$ cat src/rtl/arq_pkg.sv
package arq_pkg;
  typedef enum logic [2:0] {
    ST_IDLE = 3'd0,
    ST_TX   = 3'd1,
    ST_WAIT = 3'd2,
    ST_RX   = 3'd3,
    ST_ACK  = 3'd4
  } arq_state_e;

  localparam logic [4:0] CTL_MARK = 5'b00111;
endpackage

$ cat src/rtl/arq_lfsr.sv
module arq_lfsr #(
  parameter int W = 8
) (
  input  logic         clk_i,
  input  logic         rst_ni,
  input  logic         load_i,
  input  logic [W-1:0] seed_i,
  input  logic         step_i,
  output logic [W-1:0] q_o
);
  logic [W-1:0] q;
  logic         fb;

  // taps for the 8-bit maximal polynomial; other widths fold the same positions
  assign fb = q[W-1] ^ q[W-3] ^ q[W-4] ^ q[W-5];

  always_ff @(posedge clk_i or negedge rst_ni) begin
    if (!rst_ni)     q <= {{(W-1){1'b0}}, 1'b1};
    else if (load_i) q <= (seed_i == '0) ? {{(W-1){1'b0}}, 1'b1} : seed_i;
    else if (step_i) q <= {q[W-2:0], fb};
  end

  assign q_o = q;
endmodule

$ cat src/rtl/arq_wait_timer.sv
module arq_wait_timer #(
  parameter int TICK_DIV = 16,
  parameter int UNIT_W   = 10
) (
  input  logic              clk_i,
  input  logic              rst_ni,
  input  logic              load_i,
  input  logic [UNIT_W-1:0] units_i,
  input  logic              stop_i,
  output logic              expired_o
);
  localparam int PRE_W = (TICK_DIV > 1) ? $clog2(TICK_DIV) : 1;
  localparam logic [PRE_W-1:0] PRE_MAX = PRE_W'(TICK_DIV - 1);

  logic              run;
  logic [UNIT_W-1:0] units;
  logic [PRE_W-1:0]  pre;

  assign expired_o = run && (units == UNIT_W'(1)) && (pre == '0);

  always_ff @(posedge clk_i or negedge rst_ni) begin
    if (!rst_ni) begin
      run   <= 1'b0;
      units <= '0;
      pre   <= '0;
    end else if (load_i) begin
      run   <= 1'b1;
      units <= units_i;
      pre   <= PRE_MAX;
    end else if (stop_i || expired_o) begin
      run   <= 1'b0;
    end else if (run) begin
      if (pre == '0) begin
        pre   <= PRE_MAX;
        units <= units - UNIT_W'(1);
      end else begin
        pre   <= pre - PRE_W'(1);
      end
    end
  end
endmodule

$ cat src/rtl/arq_ctl_builder.sv
module arq_ctl_builder
  import arq_pkg::*;
#(
  parameter int SEQ_W = 3
) (
  input  logic [SEQ_W-1:0] seq_i,
  input  logic [1:0]       len_i,
  input  logic [23:0]      info_i,
  output logic [31:0]      bytes_o,
  output logic [2:0]       cnt_o
);
  assign bytes_o = {info_i, CTL_MARK, seq_i};
  assign cnt_o   = (len_i == 2'd0) ? 3'd0 : ({1'b0, len_i} + 3'd1);
endmodule

$ cat src/rtl/arq_link_ctrl.sv
module arq_link_ctrl
  import arq_pkg::*;
#(
  parameter int TICK_DIV = 16,
  parameter int SEQ_W    = 3,
  parameter int RETRY_W  = 4,
  parameter int DLY_W    = 8,
  parameter int SEED_W   = 8,
  parameter int OFF_W    = 3
) (
  input  logic         clk_i,
  input  logic         rst_ni,
  input  logic         ack_en_i,
  input  logic         resend_en_i,
  input  logic [3:0]   retry_max_i,
  input  logic [1:0]   ctl_len_i,
  input  logic [7:0]   resend_dly_i,
  input  logic [7:0]   seed_i,
  input  logic [23:0]  ack_info_i,
  input  logic         strobe_tx_i,
  input  logic         strobe_rx_i,
  input  logic         phy_tx_done_i,
  input  logic         phy_rx_valid_i,
  input  logic [7:0]   phy_rx_ctl_i,
  output logic         phy_tx_req_o,
  output logic         phy_rx_req_o,
  output logic [31:0]  ctl_bytes_o,
  output logic [2:0]   ctl_cnt_o,
  output logic         busy_o,
  output logic         valid_ok_o,
  output logic         resend_end_o,
  output logic [3:0]   retry_cnt_o,
  output logic         deliver_o
);
  localparam int UNIT_W = DLY_W + 2;

  arq_state_e         state_q;
  logic [SEQ_W-1:0]   tx_seq_q, rx_seq_q, hdr_seq;
  logic               have_rx_q;
  logic [RETRY_W-1:0] retry_q;
  logic               valid_q, end_q, deliver_q;
  logic [SEED_W-1:0]  lfsr_q;
  logic [UNIT_W-1:0]  wait_units;
  logic               start_tx, start_rx, tmr_load, tmr_exp, rx_dup;

  assign start_tx = (state_q == ST_IDLE) && strobe_tx_i;
  assign start_rx = (state_q == ST_IDLE) && strobe_rx_i && !strobe_tx_i;
  assign tmr_load = (state_q == ST_TX) && phy_tx_done_i && resend_en_i;
  assign rx_dup   = have_rx_q && (phy_rx_ctl_i[7:3] == CTL_MARK)
                    && (phy_rx_ctl_i[SEQ_W-1:0] == rx_seq_q);
  assign wait_units = UNIT_W'(resend_dly_i) + UNIT_W'(1) + UNIT_W'(lfsr_q[OFF_W-1:0]);

  arq_lfsr #(.W(SEED_W)) u_lfsr (
    .clk_i  (clk_i),
    .rst_ni (rst_ni),
    .load_i (start_tx),
    .seed_i (seed_i),
    .step_i (tmr_load),
    .q_o    (lfsr_q)
  );

  arq_wait_timer #(.TICK_DIV(TICK_DIV), .UNIT_W(UNIT_W)) u_timer (
    .clk_i     (clk_i),
    .rst_ni    (rst_ni),
    .load_i    (tmr_load),
    .units_i   (wait_units),
    .stop_i    (state_q != ST_WAIT),
    .expired_o (tmr_exp)
  );

  assign hdr_seq = (state_q == ST_ACK) ? rx_seq_q : tx_seq_q;

  arq_ctl_builder #(.SEQ_W(SEQ_W)) u_ctl (
    .seq_i   (hdr_seq),
    .len_i   (ctl_len_i),
    .info_i  (ack_info_i),
    .bytes_o (ctl_bytes_o),
    .cnt_o   (ctl_cnt_o)
  );

  always_ff @(posedge clk_i or negedge rst_ni) begin
    if (!rst_ni) begin
      state_q   <= ST_IDLE;
      tx_seq_q  <= '0;
      rx_seq_q  <= '0;
      have_rx_q <= 1'b0;
      retry_q   <= '0;
      valid_q   <= 1'b0;
      end_q     <= 1'b0;
      deliver_q <= 1'b0;
    end else begin
      deliver_q <= 1'b0;
      unique case (state_q)
        ST_IDLE: begin
          if (start_tx) begin
            state_q  <= ST_TX;
            tx_seq_q <= tx_seq_q + SEQ_W'(1);
            retry_q  <= '0;
            valid_q  <= 1'b0;
            end_q    <= 1'b0;
          end else if (start_rx) begin
            state_q  <= ST_RX;
            valid_q  <= 1'b0;
            end_q    <= 1'b0;
          end
        end
        ST_TX: begin
          if (phy_tx_done_i) state_q <= resend_en_i ? ST_WAIT : ST_IDLE;
        end
        ST_WAIT: begin
          if (phy_rx_valid_i) begin
            state_q <= ST_IDLE;
            valid_q <= 1'b1;
            end_q   <= 1'b1;
          end else if (tmr_exp) begin
            if (retry_q == RETRY_W'(retry_max_i)) begin
              state_q <= ST_IDLE;
              end_q   <= 1'b1;
            end else begin
              state_q <= ST_TX;
              retry_q <= retry_q + RETRY_W'(1);
            end
          end
        end
        ST_RX: begin
          if (phy_rx_valid_i) begin
            valid_q   <= 1'b1;
            deliver_q <= !rx_dup;
            rx_seq_q  <= phy_rx_ctl_i[SEQ_W-1:0];
            have_rx_q <= 1'b1;
            state_q   <= ack_en_i ? ST_ACK : ST_IDLE;
          end
        end
        ST_ACK: begin
          if (phy_tx_done_i) state_q <= ST_IDLE;
        end
        default: state_q <= ST_IDLE;
      endcase
    end
  end

  assign phy_tx_req_o = (state_q == ST_TX) || (state_q == ST_ACK);
  assign phy_rx_req_o = (state_q == ST_WAIT) || (state_q == ST_RX);
  assign busy_o       = (state_q != ST_IDLE);
  assign valid_ok_o   = valid_q;
  assign resend_end_o = end_q;
  assign retry_cnt_o  = 4'(retry_q);
  assign deliver_o    = deliver_q;
endmodule

$ cat config.mk
export PLATFORM = sky130hd
export DESIGN_NAME = arq_link_ctrl
export DESIGN_NICKNAME = d
export VERILOG_FILES = /design/src/rtl/arq_pkg.sv /design/src/rtl/arq_lfsr.sv /design/src/rtl/arq_wait_timer.sv /design/src/rtl/arq_ctl_builder.sv /design/src/rtl/arq_link_ctrl.sv
export SDC_FILE = /design/constraint.sdc
export NUM_CORES = 1
export LEC_CHECK = 0
export BUFFER_PORTS_ARGS = -buffer_cell sky130_fd_sc_hd__buf_2
export CAP_MARGIN = 20
export CORE_ASPECT_RATIO = 0.6
export CORE_UTILIZATION = 53
export CTS_CLUSTER_SIZE = 14
export DETAILED_ROUTE_END_ITERATION = 7
export PLACE_DENSITY = 0.87
export SLEW_MARGIN = 20
export SYNTH_ARGS = -nofsm -noshare
export SYNTH_HDL_FRONTEND = slang
export SYNTH_SLANG_ARGS = --single-unit
$ cat constraint.sdc
create_clock -name clk_i -period 5.6 [get_ports clk_i]
set_input_delay 0.84 -clock clk_i [delete_from_list [all_inputs] [get_ports clk_i]]
set_output_delay 0.84 -clock clk_i [all_outputs]
set_load 0.1 [all_outputs]
==> impl_metrics.toml, run 1 <==
[status]
status = "complete, no violations"

[grt]
grt_pass1_vias = 2094
grt-ovfl-total = 0
grt_antenna_before_repair = 0
grt_usage_pct = 23.1
grt_pass1_wl_um = 9580
grt_max_degree = 41

[logic_synthesis]
synthSimpleGateAreaFrac_pct = 20.8
synth_seq_area_share_pct = 37.8
muxShareOfSynthArea_pct = 4.43
synth_area_um2 = 2650
synth_ff_type = "dfrtp_1"
synth_compound_area_share_pct = 11.3
synth_edf_count = 0
synthArstFlopShare_pct = 100
ys_ff_latch = 40
avgSynthCellArea_um2 = 8.97
yosys.cell_types.count = 50
synth_top_family_by_area = "simple AND/OR/NAND/NOR gates"
synthAdderAreaFrac_pct = 5.47
yosysWarnings = 0
synth_top_cell_by_area = "dfrtp_1"
synth-xor-area-share_pct = 8.25
synthCells = 296
synthTopCellsByArea = "dfrtp_1 (37%), buf_4 (8.5%), xnor2_1 (5.3%)"
synth_top_area_share_pct = 36.8

[critical_path]
cp.required_ns = 4.76
reg2reg_to = "retry_cnt_o[0]"
worst-r2r-setup-slack_ns = 3.11
end_kind = "output pin"
crit_fanout = 14
r2r_cells = 7
crit_type = "register to output pin"
crit_arrival_ns = 2.06
r2r-start = "u_timer.pre[0]"
crit_end = "ctl_bytes_o[0]"
cp-startpoint = "state_q[0]"
start_kind = "register"

[detailed_routing]
detail_route.vias_per_cell = 5.64
wl_per_cell_um = 14.0
antenna_left = 0
vias = 2171
drt_iter0_markers = 156
drc = 0
dr.pass1.iters = 4
finalWirelength_um = 5390

[cells_and_area]
final_core_util_pct = 61.2
final_nets = 394
areaGrowthSynthToFinish_pct = 8.02
layout-drive-gt1-share_pct = 22.7
num_antenna_cells = 0

[die]
rows = 19
die_area_um2 = 5300
die_h_um = 56.8
coreArea_um2 = 4680
num_io_pins = 107
start_util_pct = 56.7
die_w_um = 93.4

[sta]
worst_pin_slew_ns = 0.890
fmaxAchievable_mhz = 345
setup_violations = 0
fin_crit_sh_pct = 51.8
drv_slew = 0
final.setup.worst_slack_ns = 2.70
setup_tns_ns = 0
final-hold-violation-count = 0
min_period_ns = 2.90
fin_skew_ns = 0.0133
slew_headroom_pct = 40.6
grt_setup_unrepaired = "false"

[power]
p_per_area_nw_per_um2 = 520
cellLeakagePower_nw = 1.29
ir_drop_mv = 0.600

[clocking]
cts_hold_buf = 0
numCtsBuffers = 5
cts_resized = 0
clk_pin_slew_ns = 0.09
cts_tree = "done"
clockBufferDepth = 2
cts_sinks = 40
htreeDepth = 2
root_buffer = "clkbuf_8"
postCtsSetupBuffers = 0
clock_latency_ns = 0.30

[placed_design]
hpwl_um = 4120
io_buffers = 53
pre_cts_ws_ns = 3.03
gp_congestion = 0.853

[worst_hold_path]
min_from = "have_rx_q"
hp-class = "register to register"

[job]
cap_violations = 0
==> layout make-up <==
cell class                 instances  area, um2
tap                               63       78.8
clock buffer                       5       68.8
sequential                        40       1000
timing repair buffer              53        265
multi-input combinational        207       1350
clock inverter                     3       46.3
fill                             401       1820
inverter                          14       52.6
==> power breakdown <==
| group | leakage [nW] | internal [mW] | switching, mW |
|---|---|---|---|
| combinational | 0.760 | 0.227 | 0.502 |
| clock | 0.0548 | 0.134 | 0.111 |
| sequential | 0.475 | 0.403 | 0.112 |
==> critical path, stage by stage (launching register included) <==
cell	delay, ns
dfrtp_1	0.52
nand2b_1	0.25
nor2_1	0.32
mux2_2	0.38
buf_2	0.29
==> through the flow <==
step | power [mW] | hold WS, ns | instances | instance area [um2]
final | 1.49 | 0.469 | 385 | 2870
after global routing | 1.60 | 0.517 | 385 | 2870
after CTS | 1.49 | 0.476 | 385 | 2870
after detailed placement | 1.25 | 0.450 | 377 | 2750
after global placement | 1.22 | 0.446 | 377 | 2750
after floorplan | 1.19 | 0.426 | 299 | 2670
==> cells in the final DEF, fill, tap and decap left out, types with 10 or more instances in the layout <==
master | netlist | final
nor2_1 | 22 | 22
xnor2_1 | 16 | 16
buf_2 | 1 | 53
a21oi_1 | 10 | 10
ha_1 | 10 | 10
dfrtp_1 | 39 | 39
inv_1 | 14 | 14
nand2_1 | 37 | 37
o21ai_0 | 16 | 16
==> Yosys cell counts, types with 2 or more instances <==
cell type	n
a21oi_1	10
a31oi_1	9
a41oi_1	2
and4_1	2
buf_4	30
clkbuf_1	6
conb_1	2
dfrtp_1	39
ha_1	10
inv_1	14
mux2_2	6
mux2i_1	5
nand2_1	37
nand2b_1	6
nand3_1	7
nand3b_1	2
nand4_1	4
nor2_1	22
nor2b_1	2
nor3_1	4
nor4_1	4
o211ai_1	2
o21ai_0	16
o31ai_1	2
or4_1	4
or4b_1	2
xnor2_1	16
xor2_1	9
==> how the worst min path moves through the flow <==
stage / end / slack (ns) / cells after the start
2_1_floorplan: have_rx_q / 0.43 / 1
3_3_place_gp: have_rx_q / 0.45 / 1
3_5_place_dp: have_rx_q / 0.45 / 1
4_1_cts: have_rx_q / 0.48 / 1
5_1_grt: tx_seq_q[2] / 0.52 / 1
6_report: have_rx_q / 0.47 / 1
==> routing by layer <==
layer	vias up	wire length, um	track usage, %
met4	0	40	5.71
met3	5	411	6.10
met5	-	0	0
met2	75	2490	35.8
li1	1044	-	-
met1	1047	2450	32.2
==> cell families (layout without fill, tap and decap cells) <==
| kind of cell | after synthesis | in the layout |
|---|---|---|
| and+or+nand+nor | 106 | 106 |
| buffers and inverters | 52 | 75 |
| AOI/OAI and AO/OA | 49 | 49 |
| DFF | 40 | 40 |
| xor gates and xnor gates | 25 | 25 |
| adders and majority gates | 11 | 11 |
| muxes | 11 | 11 |
| other | 2 | 5 |
==> flip-flops by register name (all words and copies together) (netlist names) <==
| register | count |
|---|---|
| valid_ok_o | 1 |
| retry_cnt_o | 4 |
| u_timer.run | 1 |
| u_timer.pre | 4 |
| u_lfsr.q_o | 8 |
| deliver_o | 1 |
| state_q | 3 |
| tx_seq_q | 3 |
| rx_seq_q | 3 |
| resend_end_o | 1 |
| have_rx_q | 1 |
| u_timer.units | 10 |
Power figures use the tool's default switching activity.
==> run 2, diff against run 1 <==
--- a/config.mk
+++ b/config.mk
@@ -8,10 +8,10 @@
 export BUFFER_PORTS_ARGS = -buffer_cell sky130_fd_sc_hd__buf_2
 export CAP_MARGIN = 20
 export CORE_ASPECT_RATIO = 0.6
-export CORE_UTILIZATION = 53
+export CORE_UTILIZATION = 49
 export CTS_CLUSTER_SIZE = 14
 export DETAILED_ROUTE_END_ITERATION = 7
-export PLACE_DENSITY = 0.87
+export PLACE_DENSITY = 0.81
 export SLEW_MARGIN = 20
 export SYNTH_ARGS = -nofsm -noshare
 export SYNTH_HDL_FRONTEND = slang
==> constraint.sdc (replaced) <==
create_clock -name clk_i -period 3 [get_ports clk_i]
set_input_delay 0.45 -clock clk_i [delete_from_list [all_inputs] [get_ports clk_i]]
set_output_delay 0.45 -clock clk_i [all_outputs]
set_load 0.1 [all_outputs]
==> run 2 against run 1 <==
Non-clock buffer count is 1 higher. Hold slack worse by 0.19 ns. Cell area is 0.13% higher. Utilization is 5.3 points lower. Cell count is 1.0% higher. First-iteration DRC count is 5.8% higher. Critical endpoint is now ctl_bytes_o[1].
==> impl_metrics.toml, run 2 (synthesis gave the netlist of run 1 again) <==
[critical_path]
cpMaxStageDelayCell = "dfrtp_1"
start_kind = "register"
crit_fanout = 14
cp.required_ns = 2.55
end_kind = "output pin"
crit_arrival_ns = 2.03
crit_type = "register to output pin"
cpPeakStageDelay_ns = 0.51
cp-startpoint = "state_q[0]"
path_cells = "nand2b_1 -> nor2_1 -> mux2_2 -> buf_2"
r2r-start = "u_timer.pre[0]"

[power]
cellLeakagePower_nw = 1.29
p_per_area_nw_per_um2 = 963
ir_drop_mv = 0.876

[cells_and_area]
nFillCells = 446
final_nets = 395
top_register = "u_timer.units"
layout-drive-gt1-share_pct = 22.6
num_antenna_cells = 0
final_common_cell = "buf_2"
largest_reg_flops = 10
layout_common_cells = "buf_2 (53), dfrtp_1 (39), nand2_1 (37)"
areaGrowthSynthToFinish_pct = 8.16
final_area_um2 = 2870

[clocking]
clockBufferDepth = 2
cts_resized = 0
clock_latency_ns = 0.30
cts_sinks = 40
root_buffer = "clkbuf_8"
postCtsSetupBuffers = 0
clk_pin_slew_ns = 0.08
htreeDepth = 2
numCtsBuffers = 5
cts_hold_buf = 0
cts_tree = "done"

[sta]
setup_violations = 0
fin_skew_ns = 0.00431
grt_setup_unrepaired = "false"
worst_pin_slew_ns = 0.893
fmaxAchievable_mhz = 403
holdWs_ns = 0.278
setup_tns_ns = 0
slew_headroom_pct = 40.5
min_period_ns = 2.48
final-hold-violation-count = 0
fin_crit_sh_pct = 82.8
drv_slew = 0

[die]
die_h_um = 59.0
die_area_um2 = 5720
start_util_pct = 51.7
die_w_um = 97.0
coreArea_um2 = 5130
rows = 20
num_io_pins = 107

[placed_design]
gp_congestion = 0.846
placed_cell_area_um2 = 2760
io_buffers = 53
hpwl_um = 3960

[grt]
grt_antenna_before_repair = 0
grt_pass1_wl_um = 9000
grt_max_degree = 41
grt-ovfl-total = 0
grt_pass1_vias = 1909
grt_usage_pct = 19.8

[detailed_routing]
dr.pass1.iters = 4
drc = 0
antenna_left = 0
drt_iter0_markers = 165
finalWirelength_um = 5370
detail_route.vias_per_cell = 5.48
wl_per_cell_um = 13.8
vias = 2131

[job]
cap_violations = 0

[worst_hold_path]
hp-class = "input port to asynchronous set/reset pin"

[status]
status = "complete, no violations"
-- run 2: changes by cell type in the layout (fill, tap and decap cells not counted), sizes merged --
cell and change:
clkinvlp -1, clkinv +1, clkbuf +1, inv -1, buf +1
-- run 2: power by group --
part	switching (mW)	internal, mW	leakage [nW]
Sequential	0.217	0.752	0.475
Clock	0.192	0.247	0.0552
Combinational	0.928	0.426	0.764
-- run 2: layout make-up --
class / instances / area, um2 / area share [%]
Clock inverter: 2 / 35.0 / 1.22
Clock buffer: 6 / 72.6 / 2.53
Multi-Input combinational cell: 207 / 1350 / 47.1
Tap cell: 66 / 82.6 / 2.88
Sequential cell: 40 / 1000 / 34.9
Timing Repair Buffer: 54 / 273 / 9.50
Inverter: 14 / 52.6 / 1.83
-- run 2: through the flow --
step	std cells	utilization, %	setup WS [ns]	power, mW
global placement	381	53.9	0.830	2.29
detailed placement	381	53.9	0.691	2.33
finish	389	56.0	0.516	2.76
CTS	389	56.0	0.550	2.77
floorplan	299	-	0.314	2.22
global route	389	56.0	0.420	2.95
-- run 2: final timing paths --
check / end / slack (ns) / cells past startpoint
setup reg to reg: retry_cnt_o[0] / 0.66 / 7
min in group clk_i: deliver_o / 0.36 / 2
setup / recovery: ctl_bytes_o[1] / 0.52 / 4
hold reg to reg: have_rx_q / 0.47 / 1
hold / removal: u_timer.pre[1] / 0.28 / 1
max in group asynchronous: resend_end_o / 2.17 / 1
-- run 2: worst max-delay path: cells and delay by family, from the launching register on --
| kind | cells | cell delay, ns |
|---|---|---|
| muxes | 1 | 0.38 |
| buffers and inverters | 1 | 0.29 |
| and+or+nand+nor | 2 | 0.55 |
| DFF | 1 | 0.51 |
-- run 2: per-layer routing --
metal,up-vias,part of all wire [%],global-route usage [%]
met1,1005,50,28.6
met2,72,44,29.9
li1,1044,-,-
met5,-,0,0
met4,0,0.89,5.54
met3,10,5.7,5.07
